### config.mk
export PLATFORM = sky130hd
export DESIGN_NAME = eth_port_mode_resolver
export DESIGN_NICKNAME = d
export VERILOG_FILES = /design/src/rtl/eth_pmr_pkg.sv /design/src/rtl/pmr_rst_sync.sv /design/src/rtl/pmr_csr.sv /design/src/rtl/pmr_resolve.sv /design/src/rtl/pmr_fc_counter.sv /design/src/rtl/eth_port_mode_resolver.sv
export SDC_FILE = /design/constraint.sdc
export NUM_CORES = 1
export LEC_CHECK = 0
export BUFFER_PORTS_ARGS = -buffer_cell sky130_fd_sc_hd__buf_2
export CAP_MARGIN = 20
export CORE_MARGIN = 5
export CORE_UTILIZATION = 40
export DETAILED_ROUTE_END_ITERATION = 8
export PLACE_DENSITY = 0.64
export SKIP_CTS_REPAIR_TIMING = 1
export SYNTH_ARGS = -nofsm -noshare
export SYNTH_HDL_FRONTEND = slang
export SYNTH_SLANG_ARGS = --single-unit
### constraint.sdc
create_clock -name clk -period 1.3 [get_ports clk]
set_input_delay 0.39 -clock clk [delete_from_list [all_inputs] [get_ports clk]]
set_output_delay 0.39 -clock clk [all_outputs]
set_load 0.005 [all_outputs]
### src/rtl/eth_pmr_pkg.sv
package eth_pmr_pkg;
  localparam int MODE_W = 5;

  typedef enum logic [1:0] {
    LP_AUTO    = 2'b00,
    LP_LIMITED = 2'b01,
    LP_DOWN    = 2'b10,
    LP_UP      = 2'b11
  } link_policy_e;

  typedef enum logic [1:0] {
    SPD_100  = 2'b00,
    SPD_10   = 2'b01,
    SPD_1000 = 2'b10
  } spd_e;

  typedef struct packed {
    logic link;
    spd_e speed;
    logic half;
    logic fc_on;
    logic poll;
    logic bp;
    logic pause;
  } port_state_t;
endpackage

### src/rtl/pmr_rst_sync.sv
module pmr_rst_sync #(
  parameter int STAGES = 2
) (
  input  logic clk,
  input  logic rst_n,
  output logic rst_sync_n
);
  logic [STAGES-1:0] sync_q;

  always_ff @(posedge clk or negedge rst_n) begin
    if (!rst_n) sync_q <= '0;
    else        sync_q <= {sync_q[STAGES-2:0], 1'b1};
  end

  assign rst_sync_n = sync_q[STAGES-1];
endmodule

### src/rtl/pmr_csr.sv
module pmr_csr
  import eth_pmr_pkg::*;
#(
  parameter int DATA_W = 16,
  parameter int CNT_W  = 16
) (
  input  logic              clk,
  input  logic              rst_n,
  input  logic              cpu_sel,
  input  logic              cpu_wr,
  input  logic              cpu_rd,
  input  logic              cpu_addr,
  input  logic [DATA_W-1:0] cpu_wdata,
  input  logic [CNT_W-1:0]  cnt_val,
  output logic [DATA_W-1:0] cpu_rdata,
  output logic [MODE_W-1:0] mode_q,
  output logic              cnt_clr
);
  logic [MODE_W-1:0] mode_d;
  logic [DATA_W-1:0] rdata_d;
  logic [DATA_W-1:0] rd_mux;
  logic              wr_mode;
  logic              rd_en;
  logic              unused_wdata_hi;

  assign unused_wdata_hi = ^cpu_wdata[DATA_W-1:MODE_W];
  assign wr_mode = cpu_sel & cpu_wr & ~cpu_addr;
  assign rd_en   = cpu_sel & cpu_rd;
  assign cnt_clr = rd_en & cpu_addr;

  always_comb begin
    rd_mux = '0;
    if (cpu_addr) rd_mux[CNT_W-1:0]  = cnt_val;
    else          rd_mux[MODE_W-1:0] = mode_q;
  end

  always_comb begin
    mode_d  = mode_q;
    rdata_d = cpu_rdata;
    if (wr_mode) mode_d  = cpu_wdata[MODE_W-1:0];
    if (rd_en)   rdata_d = rd_mux;
  end

  always_ff @(posedge clk or negedge rst_n) begin
    if (!rst_n) begin
      mode_q    <= '0;
      cpu_rdata <= '0;
    end else begin
      mode_q    <= mode_d;
      cpu_rdata <= rdata_d;
    end
  end
endmodule

### src/rtl/pmr_resolve.sv
module pmr_resolve
  import eth_pmr_pkg::*;
(
  input  logic              clk,
  input  logic              rst_n,
  input  logic [MODE_W-1:0] mode_q,
  input  logic              phy_link_up,
  input  logic [1:0]        phy_an_speed,
  input  logic              phy_an_half,
  output port_state_t       state_q
);
  port_state_t  state_d;
  link_policy_e policy;
  spd_e         cfg_speed;
  spd_e         an_speed;

  assign policy    = link_policy_e'(mode_q[4:3]);
  assign cfg_speed = mode_q[2] ? SPD_10 : SPD_100;

  always_comb begin
    case (phy_an_speed)
      2'b01:   an_speed = SPD_10;
      2'b10:   an_speed = SPD_1000;
      default: an_speed = SPD_100;
    endcase
  end

  always_comb begin
    state_d       = '0;
    state_d.fc_on = ~mode_q[0];
    state_d.speed = cfg_speed;
    state_d.half  = mode_q[1];
    case (policy)
      LP_AUTO: begin
        state_d.link  = phy_link_up;
        state_d.poll  = 1'b1;
        state_d.speed = an_speed;
        state_d.half  = phy_an_half & (an_speed != SPD_1000);
      end
      LP_LIMITED: begin
        state_d.link = phy_link_up;
        state_d.poll = 1'b1;
      end
      LP_DOWN: begin
        state_d.link = 1'b0;
        state_d.poll = 1'b0;
      end
      default: begin
        state_d.link = 1'b1;
        state_d.poll = 1'b0;
      end
    endcase
    state_d.bp    = state_d.fc_on & state_d.link & state_d.half;
    state_d.pause = state_d.fc_on & state_d.link & ~state_d.half;
  end

  always_ff @(posedge clk or negedge rst_n) begin
    if (!rst_n) state_q <= '0;
    else        state_q <= state_d;
  end
endmodule

### src/rtl/pmr_fc_counter.sv
module pmr_fc_counter #(
  parameter int CNT_W = 16
) (
  input  logic             clk,
  input  logic             rst_n,
  input  logic             count_ok,
  input  logic             strobe,
  input  logic             clr,
  output logic [CNT_W-1:0] cnt_q
);
  localparam logic [CNT_W-1:0] CNT_MAX = '1;
  logic [CNT_W-1:0] cnt_d;
  logic             hit;

  assign hit = count_ok & strobe;

  always_comb begin
    cnt_d = cnt_q;
    if (clr)                        cnt_d = {{(CNT_W-1){1'b0}}, hit};
    else if (hit && cnt_q != CNT_MAX) cnt_d = cnt_q + 1'b1;
  end

  always_ff @(posedge clk or negedge rst_n) begin
    if (!rst_n) cnt_q <= '0;
    else        cnt_q <= cnt_d;
  end
endmodule

### src/rtl/eth_port_mode_resolver.sv
module eth_port_mode_resolver
  import eth_pmr_pkg::*;
#(
  parameter int DATA_W = 16,
  parameter int CNT_W  = 16
) (
  input  logic              clk,
  input  logic              rst_n,
  input  logic              cpu_sel,
  input  logic              cpu_wr,
  input  logic              cpu_rd,
  input  logic              cpu_addr,
  input  logic [DATA_W-1:0] cpu_wdata,
  output logic [DATA_W-1:0] cpu_rdata,
  input  logic              phy_link_up,
  input  logic [1:0]        phy_an_speed,
  input  logic              phy_an_half,
  output logic              poll_en,
  output logic              link_up,
  output logic [1:0]        speed,
  output logic              half_duplex,
  output logic              fc_enable,
  output logic              backpressure_en,
  output logic              pause_tx_en,
  input  logic              fc_frame_rx
);
  logic              rst_sync_n;
  logic [MODE_W-1:0] mode_q;
  logic [CNT_W-1:0]  cnt_q;
  logic              cnt_clr;
  port_state_t       state_q;

  pmr_rst_sync #(.STAGES(2)) u_rst (
    .clk(clk), .rst_n(rst_n), .rst_sync_n(rst_sync_n)
  );

  pmr_csr #(.DATA_W(DATA_W), .CNT_W(CNT_W)) u_csr (
    .clk(clk), .rst_n(rst_sync_n),
    .cpu_sel(cpu_sel), .cpu_wr(cpu_wr), .cpu_rd(cpu_rd),
    .cpu_addr(cpu_addr), .cpu_wdata(cpu_wdata),
    .cnt_val(cnt_q), .cpu_rdata(cpu_rdata),
    .mode_q(mode_q), .cnt_clr(cnt_clr)
  );

  pmr_resolve u_res (
    .clk(clk), .rst_n(rst_sync_n), .mode_q(mode_q),
    .phy_link_up(phy_link_up), .phy_an_speed(phy_an_speed),
    .phy_an_half(phy_an_half), .state_q(state_q)
  );

  pmr_fc_counter #(.CNT_W(CNT_W)) u_cnt (
    .clk(clk), .rst_n(rst_sync_n),
    .count_ok(state_q.fc_on & ~state_q.half),
    .strobe(fc_frame_rx), .clr(cnt_clr), .cnt_q(cnt_q)
  );

  assign poll_en         = state_q.poll;
  assign link_up         = state_q.link;
  assign speed           = state_q.speed;
  assign half_duplex     = state_q.half;
  assign fc_enable       = state_q.fc_on;
  assign backpressure_en = state_q.bp;
  assign pause_tx_en     = state_q.pause;
endmodule

---- Yosys cells after proc, flatten, opt, wreduce, memory -nomap -nowiden ----
Cells that the tools add are included.
storage, ports and cells
  register bits ........................... 47
  word-level logic and storage cells ...... 45
operators by class
  add/subtract/negate cells ............... 1
  equality and inequality tests ........... 6
  mux-type cells .......................... 9
  bitwise gates (word level) .............. 14
  reduce and logical (&&, ||, !) cells .... 4
operators by type and width
  kind                     number
  $mux W16                 2
  $add A16 B1 Y16 const B  1
  $ne A16 B16 Y1 const B   1
  $mux W11                 1
  $and A1 B1 Y1            10
  $mux W5                  1
  $eq A2 B1 Y1 const B     2
  $eq A2 B2 Y1 const B     2
  $not A1 Y1               4
  $pmux W2 S2              1
  $mux W3                  1
  $logic_not A2 Y1         1
  $mux W1                  2
  $ne A2 B2 Y1 const B     1
  $pmux W1 S2              1
  $reduce_bool A2 Y1       1
  $reduce_or A2 Y1         1
  $logic_and A1 B1 Y1      1

---- Depth between registers and ports, before layout ----
Gate-level depths: netlist of run 1.
  depth in word-level cells ............... 7
  mapped depth ............................ 6

---- Hierarchy ----
Synthesis of run 1 repeated with hierarchy kept, for this count alone.
unflattened totals
  cells, all modules ...................... 215
  area, all modules ....................... 2302.2 um2
modules (own cells, without submodules)
  module                  instances  cells an instance  area each (um2)  seq. area each (um2)
  pmr_csr                 1          85                 1007.2           525.5
  pmr_fc_counter          1          100                924.6            400.4
  pmr_resolve             1          26                 302.8            200.2
  pmr_rst_sync            1          3                  53.8             50.0
  eth_port_mode_resolver  1          1                  13.8             0.0

---- Worst setup path before layout of run 1 ----
No wires, ideal clock.
  kind .................................... reg-to-reg
  start point ............................. reg, netlist name u_res.state_q[4]
  end point ............................... reg u_cnt.cnt_q[7]
  library setup time ...................... 0.077 ns
  data arrival time ....................... 1.815 ns
  path slack .............................. -0.592 ns
  cell stages (with the launch flop) ...... 6
  cells stage by stage .................... dfrtp_1 nand3b_1 or2_2 buf_4 or4_2 a21oi_1
between the ends
  cells in the longest elaborated chain, start to end .. 5
ends and longest elaborated chain
  item                                 line                          source
  $not A1 Y1                           eth_port_mode_resolver.sv:53  .count_ok(state_q.fc_on & ~state_q.half),
  $and A1 B1 Y1                        eth_port_mode_resolver.sv:53
  $and A1 B1 Y1                        pmr_fc_counter.sv:15          assign hit = count_ok & strobe;
  $logic_and A1 B1 Y1                  pmr_fc_counter.sv:20          else if (hit && cnt_q != CNT_MAX) cnt_d = cnt_q + 1'b1;
  $reduce_bool A2 Y1 (no source line)  --
  end signal: assignment               pmr_fc_counter.sv:25          else cnt_q <= cnt_d;
  end: declaration                     pmr_fc_counter.sv:9           output logic [CNT_W-1:0] cnt_q
No other way between the ends.
A chain may end at the register's enable or synchronous reset.

---- Worst setup path in the final report of run 1 ----
  start point ............................. reg u_cnt.cnt_q[0]
  end point ............................... reg u_cnt.cnt_q[10]
between the ends
  cells in the longest elaborated chain, start to end .. 3
  elaborated cells between the ends (all ways) .. 6
  classes of those cells .................. add/sub: 1; eq/ne: 1; mux: 2; reduce/logical: 2
ends and longest elaborated chain
  item                                               line
  $add A16 B1 Y16 or $ne A16 B16 Y1 (tied branches)  pmr_fc_counter.sv:20
  $mux W16 or $logic_and A1 B1 Y1 (tied branches)    pmr_fc_counter.sv:20
  $mux W16 or $reduce_bool A2 Y1 (tied branches)     --
Parallel ways exist; a longest one is shown, timed or not. The select of a mux whose other input is x is not followed.

==> results of run 1 <==
per-stage QoR:
step | std cells | power [W] | setup WS, ns | TNS (ns)
3_3_place_gp | 360 | 0.00238 | -0.461 | -5.46
4_1_cts | 368 | 0.00345 | -0.546 | -6.74
2_1_floorplan | 218 | 0.00204 | -0.426 | -4.42
5_1_grt | 376 | 0.00373 | -0.516 | -6.37
3_5_place_dp | 360 | 0.00240 | -0.494 | -6.08
6_report | 376 | 0.00352 | -0.465 | -5.10
per-layer routing:
layer / part of all wire [%] / track usage [%]
met1: 43 / 19.8
met2: 51 / 26.5
met3: 5.1 / 4.24
met4: 1.1 / 4.53
met5: 0 / 0
flip-flops by register name, indices dropped and copies added, names as in the netlist:
name             cells
u_rst.sync_q         2
u_res.state_q        8
u_csr.cpu_rdata     16
u_csr.mode_q         5
u_cnt.cnt_q         16
cells by family (layout without fill, tap and decap cells):
logic type | count (synthesis) | after routing
buf+inv | 20 | 108
other cells | 1 | 1
flops | 47 | 47
simple gates | 103 | 103
fa+ha+maj | 1 | 1
mux | 12 | 12
compound gates | 34 | 34
worst min-delay path by stage:
stage,from,end,slack [ns],cells past startpoint
finish,u_rst.sync_q[1],u_csr.cpu_rdata[5],0.24,1
global route,phy_an_speed[1],u_res.state_q[5],0.26,2
CTS,rst_n,u_rst.sync_q[1],-0.15,1
detailed placement,rst_n,u_rst.sync_q[0],0.18,1
global placement,rst_n,u_rst.sync_q[0],0.18,1
floorplan,rst_n,u_rst.sync_q[0],0.09,0
layout make-up:
type / instances / area [µm²]
Inverter: 8 / 30.0
Fill cell: 467 / 2050
Timing Repair Buffer: 92 / 683
Clock buffer: 7 / 76.3
Tap cell: 70 / 87.6
Sequential cell: 47 / 1180
Multi-Input combinational cell: 151 / 1070
Clock inverter: 1 / 30.0
cell usage in the layout (no fill, tap or decap), types with 2 or more instances in the layout:
cell type  instances
or4_4              6
mux2_2             5
o21ai_1            2
nand3b_1           2
nand4_1            6
nand2b_1           2
o31ai_1            3
dfrtp_1           46
nor4_4             3
mux2i_1            7
nand2_1           34
buf_4             42
o21ai_0           10
nor4_2             2
nand3_1           18
buf_6              6
or3_4              5
and3_1             4
clkbuf_8           5
and2_1             2
clkbuf_1           2
buf_12             5
o21ai_2            2
inv_1              8
or4_1              2
nor3_1             5
a21oi_2            7
nor2_1             2
or3_1              3
buf_2             38
a21oi_1            6
power by group through the flow:
| stage | Combinational [W] | Sequential, W | Clock, W |
|---|---|---|---|
| 6_report | 0.000733 | 0.00173 | 0.00105 |
| 3_3_place_gp | 0.000627 | 0.00175 | 0 |
| 4_1_cts | 0.000647 | 0.00173 | 0.00107 |
| 5_1_grt | 0.000820 | 0.00175 | 0.00116 |
| 3_5_place_dp | 0.000642 | 0.00176 | 0 |
| 2_1_floorplan | 0.000274 | 0.00176 | 0 |
critical path: cells and delay by family, from the launching register on:
family | cells | cell delay [ns]
flops | 1 | 0.42
fa+ha+maj | 1 | 0.19
compound gates | 1 | 0.15
simple gates | 3 | 0.94
==> run_results.csv, run 1 <==
group,metric,value,unit
cells_and_area,drive_above_1_share,44.4,%
floorplan,die_x,83.7,µm
synth,ys_async_sr_fraction,100,%
synth,synth_area,0.00217,mm²
clocking,clk_pin_slew,0.08,ns
hold_path,min_path_type,"register to asynchronous set/reset pin",
setup_path,r2r-start,"u_cnt.cnt_q[0]",
floorplan,start_util,41.8,%
floorplan,dieArea,0.00701,mm²
drt,route.detailed.drc,0,
clocking,cts_root_buffer,"clkbuf_8",
synth,synth-main-ff-cell,"dfrtp_1",
synth,synth_most_common_cell,"dfrtp_1",
synth,synth_compound_area_share,8.75,%
pwr,sw_frac_of_total,26.0,%
setup_path,r2r-end,"u_cnt.cnt_q[10]",
setup_path,crit_type,"register to register",
setup_path,endpoint_kind,"register",
synth,synth-simple-area-share,26.2,%
clocking,clk_path_buf_depth,2,
synth,yosysTopAreaCell,"dfrtp_1",
drt,drt-initial-drc-count,114,
grt,grt-ovfl-total,0,
synth,synth-edff-count,0,
synth,syn_area_per_cell,9.97,µm²
setup_path,slowest_delay,0.48,ns
placed_design,hpwl,3.90,mm
grt,grt_start_max_net_pins,46,
flow_run,max_cap_viol_count,0,
drt,vias,1983,
cells_and_area,nets,333,
pwr,internal_power,0.00260,W
setup_path,path_cells,"ha_4 > nand4_1 > or4_1 > or3_1 > a21oi_2",
floorplan,design.core.area,0.00520,mm²
drt,drt-wirelength-per-cell,14.9,µm
placed_design,routabilityCongestion,0.809,
setup_path,cp-start-kind,"register",
sta,finClkSkew,0.00377,ns
sta,fmaxAchievable,0.567,GHz
pwr,clock_power_share,29.9,%
synth,synth_top_family_by_area,"simple AND/OR/NAND/NOR gates",
sta,slew_violations,0,
drt,vias_per_cell,5.27,
synth,synth_seq_cells,47,
pwr,sequentialPowerShare,49.2,%
synth,yosysTopAreaCellShare,54.1,%
drt,routed_wl,5.60,mm
pwr,power.density,1110,mW/mm²
synth,synth_fp_nets,246,
synth,synth_mux_area_share,5.81,%
cells_and_area,final_util,60.7,%
pwr,leakage,1.56,nW
synth,synth-seq-area-share,54.1,%
setup_path,slowest_stage,"or4_1",
clocking,clock-sinks,47,
clocking,numCtsBuffers,5,
placed_design,placed_cell_area,0.00282,mm²
pwr,switchingPower,0.000914,W
floorplan,rows,26,
sta,hold_viol,0,
grt,antenna_found_initial,0,
synth,netlist_top_cells_count,"dfrtp_1 (47), nand2_1 (34), nand3_1 (19)",
cells_and_area,num_antenna_cells,0,
synth,synthCells,218,
sta,min_period,1.76,ns
cells_and_area,design_area,0.00316,mm²
grt,grt_pass1_vias,1933,
drt,ant_nets,0,
synth,synth_top_cells_by_area,"dfrtp_1 (54%), nand2_1 (5.9%), nand3_1 (4.4%)",
sta,layout_setup_ws,-0.465,ns
grt,grt_use_total,15.7,%
setup_path,reg2reg_depth,5,
synth,yosys_warnings,0,
clocking,htree_levels,2,
outcome,outcome,"finished with violations",
sta,rsz0062_at_grt,"true",
clocking,tritoncts,"done",
setup_path,endpoint,"u_cnt.cnt_q[10]",
sta,min_period_over_period,136,%
setup_path,worstPathMaxFanout,6,
floorplan,io_pins,51,
grt,grt_pass1_wl,9.03,mm
pwr,p_comb_share,20.8,%
sta,setup_viol,18,
setup_path,cp.required,1.53,ns
synth,synthAdderAreaFrac,0.576,%
drt,drtPass1Iterations,4,
sta,whs,0.243,ns
clocking,clk_latency,0.30,ns
setup_path,startpoint,"u_cnt.cnt_q[0]",
pwr,ir_drop,711,µV
synth,yosysUniqueCellTypes,37,
placed_design,io_buffers,39,
floorplan,die_y,83.7,µm
synth,synthXorXnorAreaFrac,0,%
outcome,violations,"negative setup slack",
setup_path,r2r_slack,-0.46,ns
setup_path,critPathArrivalTime,1.99,ns
cells_and_area,area_growth,45.4,%
(Power assumes the default switching activity.)
==> run 2: changes to the inputs <==
--- a/config.mk
+++ b/config.mk
@@ -11,6 +11,7 @@
 export CORE_UTILIZATION = 40
 export DETAILED_ROUTE_END_ITERATION = 8
 export PLACE_DENSITY = 0.64
+export REMOVE_ABC_BUFFERS = 1
 export SKIP_CTS_REPAIR_TIMING = 1
 export SYNTH_ARGS = -nofsm -noshare
 export SYNTH_HDL_FRONTEND = slang
==> run 2 against run 1 <==
Net effect:
- the flow still finishes with violations (negative setup slack)
- critical path depth unchanged
- via count up 0.61%
- clock-buffer cell count unchanged
- largest cell class unchanged
==> run_results.csv, run 2 (synthesis results as in run 1) <==
group,metric,value,unit
outcome,outcome,"finished with violations",
outcome,violations,"negative setup slack",
sta,fmaxAchievable,0.548,GHz
drt,route.detailed.drc,0,
sta,hold_viol,0,
grt,grt_use_total,16.4,%
clocking,clk_pin_slew,0.09,ns
setup_path,endpoint_kind,"register",
sta,whs,0.240,ns
drt,routed_wl,5.99,mm
clocking,cts_root_buffer,"clkbuf_8",
grt,grt_start_max_net_pins,25,
pwr,leakage,1.59,nW
sta,layout_setup_ws,-0.525,ns
cells_and_area,drive_above_1_share,46.3,%
grt,grt-ovfl-total,0,
placed_design,hpwl,4.07,mm
cells_and_area,area_growth,46.7,%
drt,drtPass1Iterations,4,
clocking,clk_latency,0.30,ns
placed_design,io_buffers,39,
grt,grt_pass1_vias,1995,
cells_and_area,final_common_cell,"dfrtp_1",
floorplan,start_util,41.8,%
cells_and_area,top_regs,"u_cnt.cnt_q: 16 flops, u_csr.cpu_rdata: 16 flops, u_res.state_q: 8 flops",
sta,min_period,1.82,ns
setup_path,cp.required,1.54,ns
drt,ant_nets,0,
drt,drt-wirelength-per-cell,15.9,µm
sta,rsz0062_at_grt,"true",
cells_and_area,layout_common_cells,"dfrtp_1 (46), buf_2 (39), buf_4 (38)",
clocking,clk_path_buf_depth,2,
sta,slew_violations,0,
setup_path,cp-start-kind,"register",
pwr,fin_total_pwr,0.00350,W
grt,antenna_found_initial,0,
placed_design,place_ws,-0.537,ns
clocking,htree_levels,2,
setup_path,reg2reg_depth,5,
flow_run,max_cap_viol_count,0,
drt,vias,1995,
setup_path,critPathArrivalTime,2.06,ns
pwr,ir_drop,658,µV
clocking,clock-sinks,47,
setup_path,r2r-end,"u_cnt.cnt_q[10]",
pwr,power.density,1100,mW/mm²
sta,min_period_over_period,140,%
setup_path,r2r-start,"u_res.state_q[4]",
floorplan,io_pins,51,
placed_design,routabilityCongestion,0.817,
clocking,tritoncts,"done",
sta,setup_viol,18,
sta,finClkSkew,0.0106,ns
cells_and_area,num_antenna_cells,0,
drt,vias_per_cell,5.29,
floorplan,design.core.area,0.00520,mm²
grt,grt_pass1_wl,9.38,mm
setup_path,worstPathMaxFanout,3,
floorplan,dieArea,0.00701,mm²
cells_and_area,nets,334,
hold_path,min_path_type,"register to asynchronous set/reset pin",
drt,drt-initial-drc-count,185,
clocking,numCtsBuffers,5,
floorplan,rows,26,
floorplan,die_y,83.7,µm
setup_path,r2r_slack,-0.52,ns
floorplan,die_x,83.7,µm
setup_path,crit_type,"register to register",
-- run 2: changes by cell type in the layout (fill, tap and decap cells not counted), moves of 2 or more --
cell / change
nor4_2: -2
or4_4: +2
buf_12: -3
buf_6: +7
o21ai_1: -2
or4_1: -2
nor4_4: +2
buf_4: -4
o31ai_2: +2
-- run 2: worst max path at each step --
stage,end,from,depth (start not counted)
2_1_floorplan,u_cnt.cnt_q[7],u_cnt.cnt_q[0],5
3_3_place_gp,u_cnt.cnt_q[10],fc_frame_rx,6
3_5_place_dp,u_cnt.cnt_q[10],fc_frame_rx,6
4_1_cts,u_cnt.cnt_q[6],u_res.state_q[4],5
5_1_grt,u_cnt.cnt_q[10],u_res.state_q[4],5
6_report,u_cnt.cnt_q[10],u_res.state_q[4],5
-- run 2: power breakdown --
part | leakage (nW) | switching (W) | internal (W)
clock network | 0.0524 | 0.000479 | 0.000576
registers | 0.621 | 0.000102 | 0.00161
logic | 0.916 | 0.000346 | 0.000388
total | 1.59 | 0.000927 | 0.00257
-- run 2: cell type report --
class,count,area (µm²)
tap,70,87.6
inverter,8,30.0
clock buffer,7,76.3
multi-input combinational,151,1110
timing repair buffer,93,677
fill,440,2020
sequential,47,1180
clock inverter,1,30.0
-- run 2: layer usage --
metal | vias up | global-route usage, % | share of wire (%)
met5 | - | 0 | 0
met3 | 7 | 3.06 | 5.8
met2 | 82 | 26.5 | 53
met1 | 947 | 21.5 | 40
met4 | 0 | 6.87 | 1.3
li1 | 959 | - | -
-- run 2: through the flow --
stage | std cells | util, % | setup TNS [ns] | area [µm²]
2_1_floorplan | 206 | - | -12.82 | 2110
3_3_place_gp | 364 | 53.5 | -5.88 | 2790
3_5_place_dp | 364 | 53.5 | -6.36 | 2790
4_1_cts | 372 | 55.6 | -6.33 | 2890
5_1_grt | 377 | 61.3 | -7.49 | 3190
6_report | 377 | 61.3 | -6.22 | 3190
-- run 2: critical path: stages (launching register included) --
cell	delay, ns
dfrtp_1	0.38
nand3b_1	0.22
buf_6	0.17
or4_4	0.48
or3_4	0.40
a21oi_2	0.11
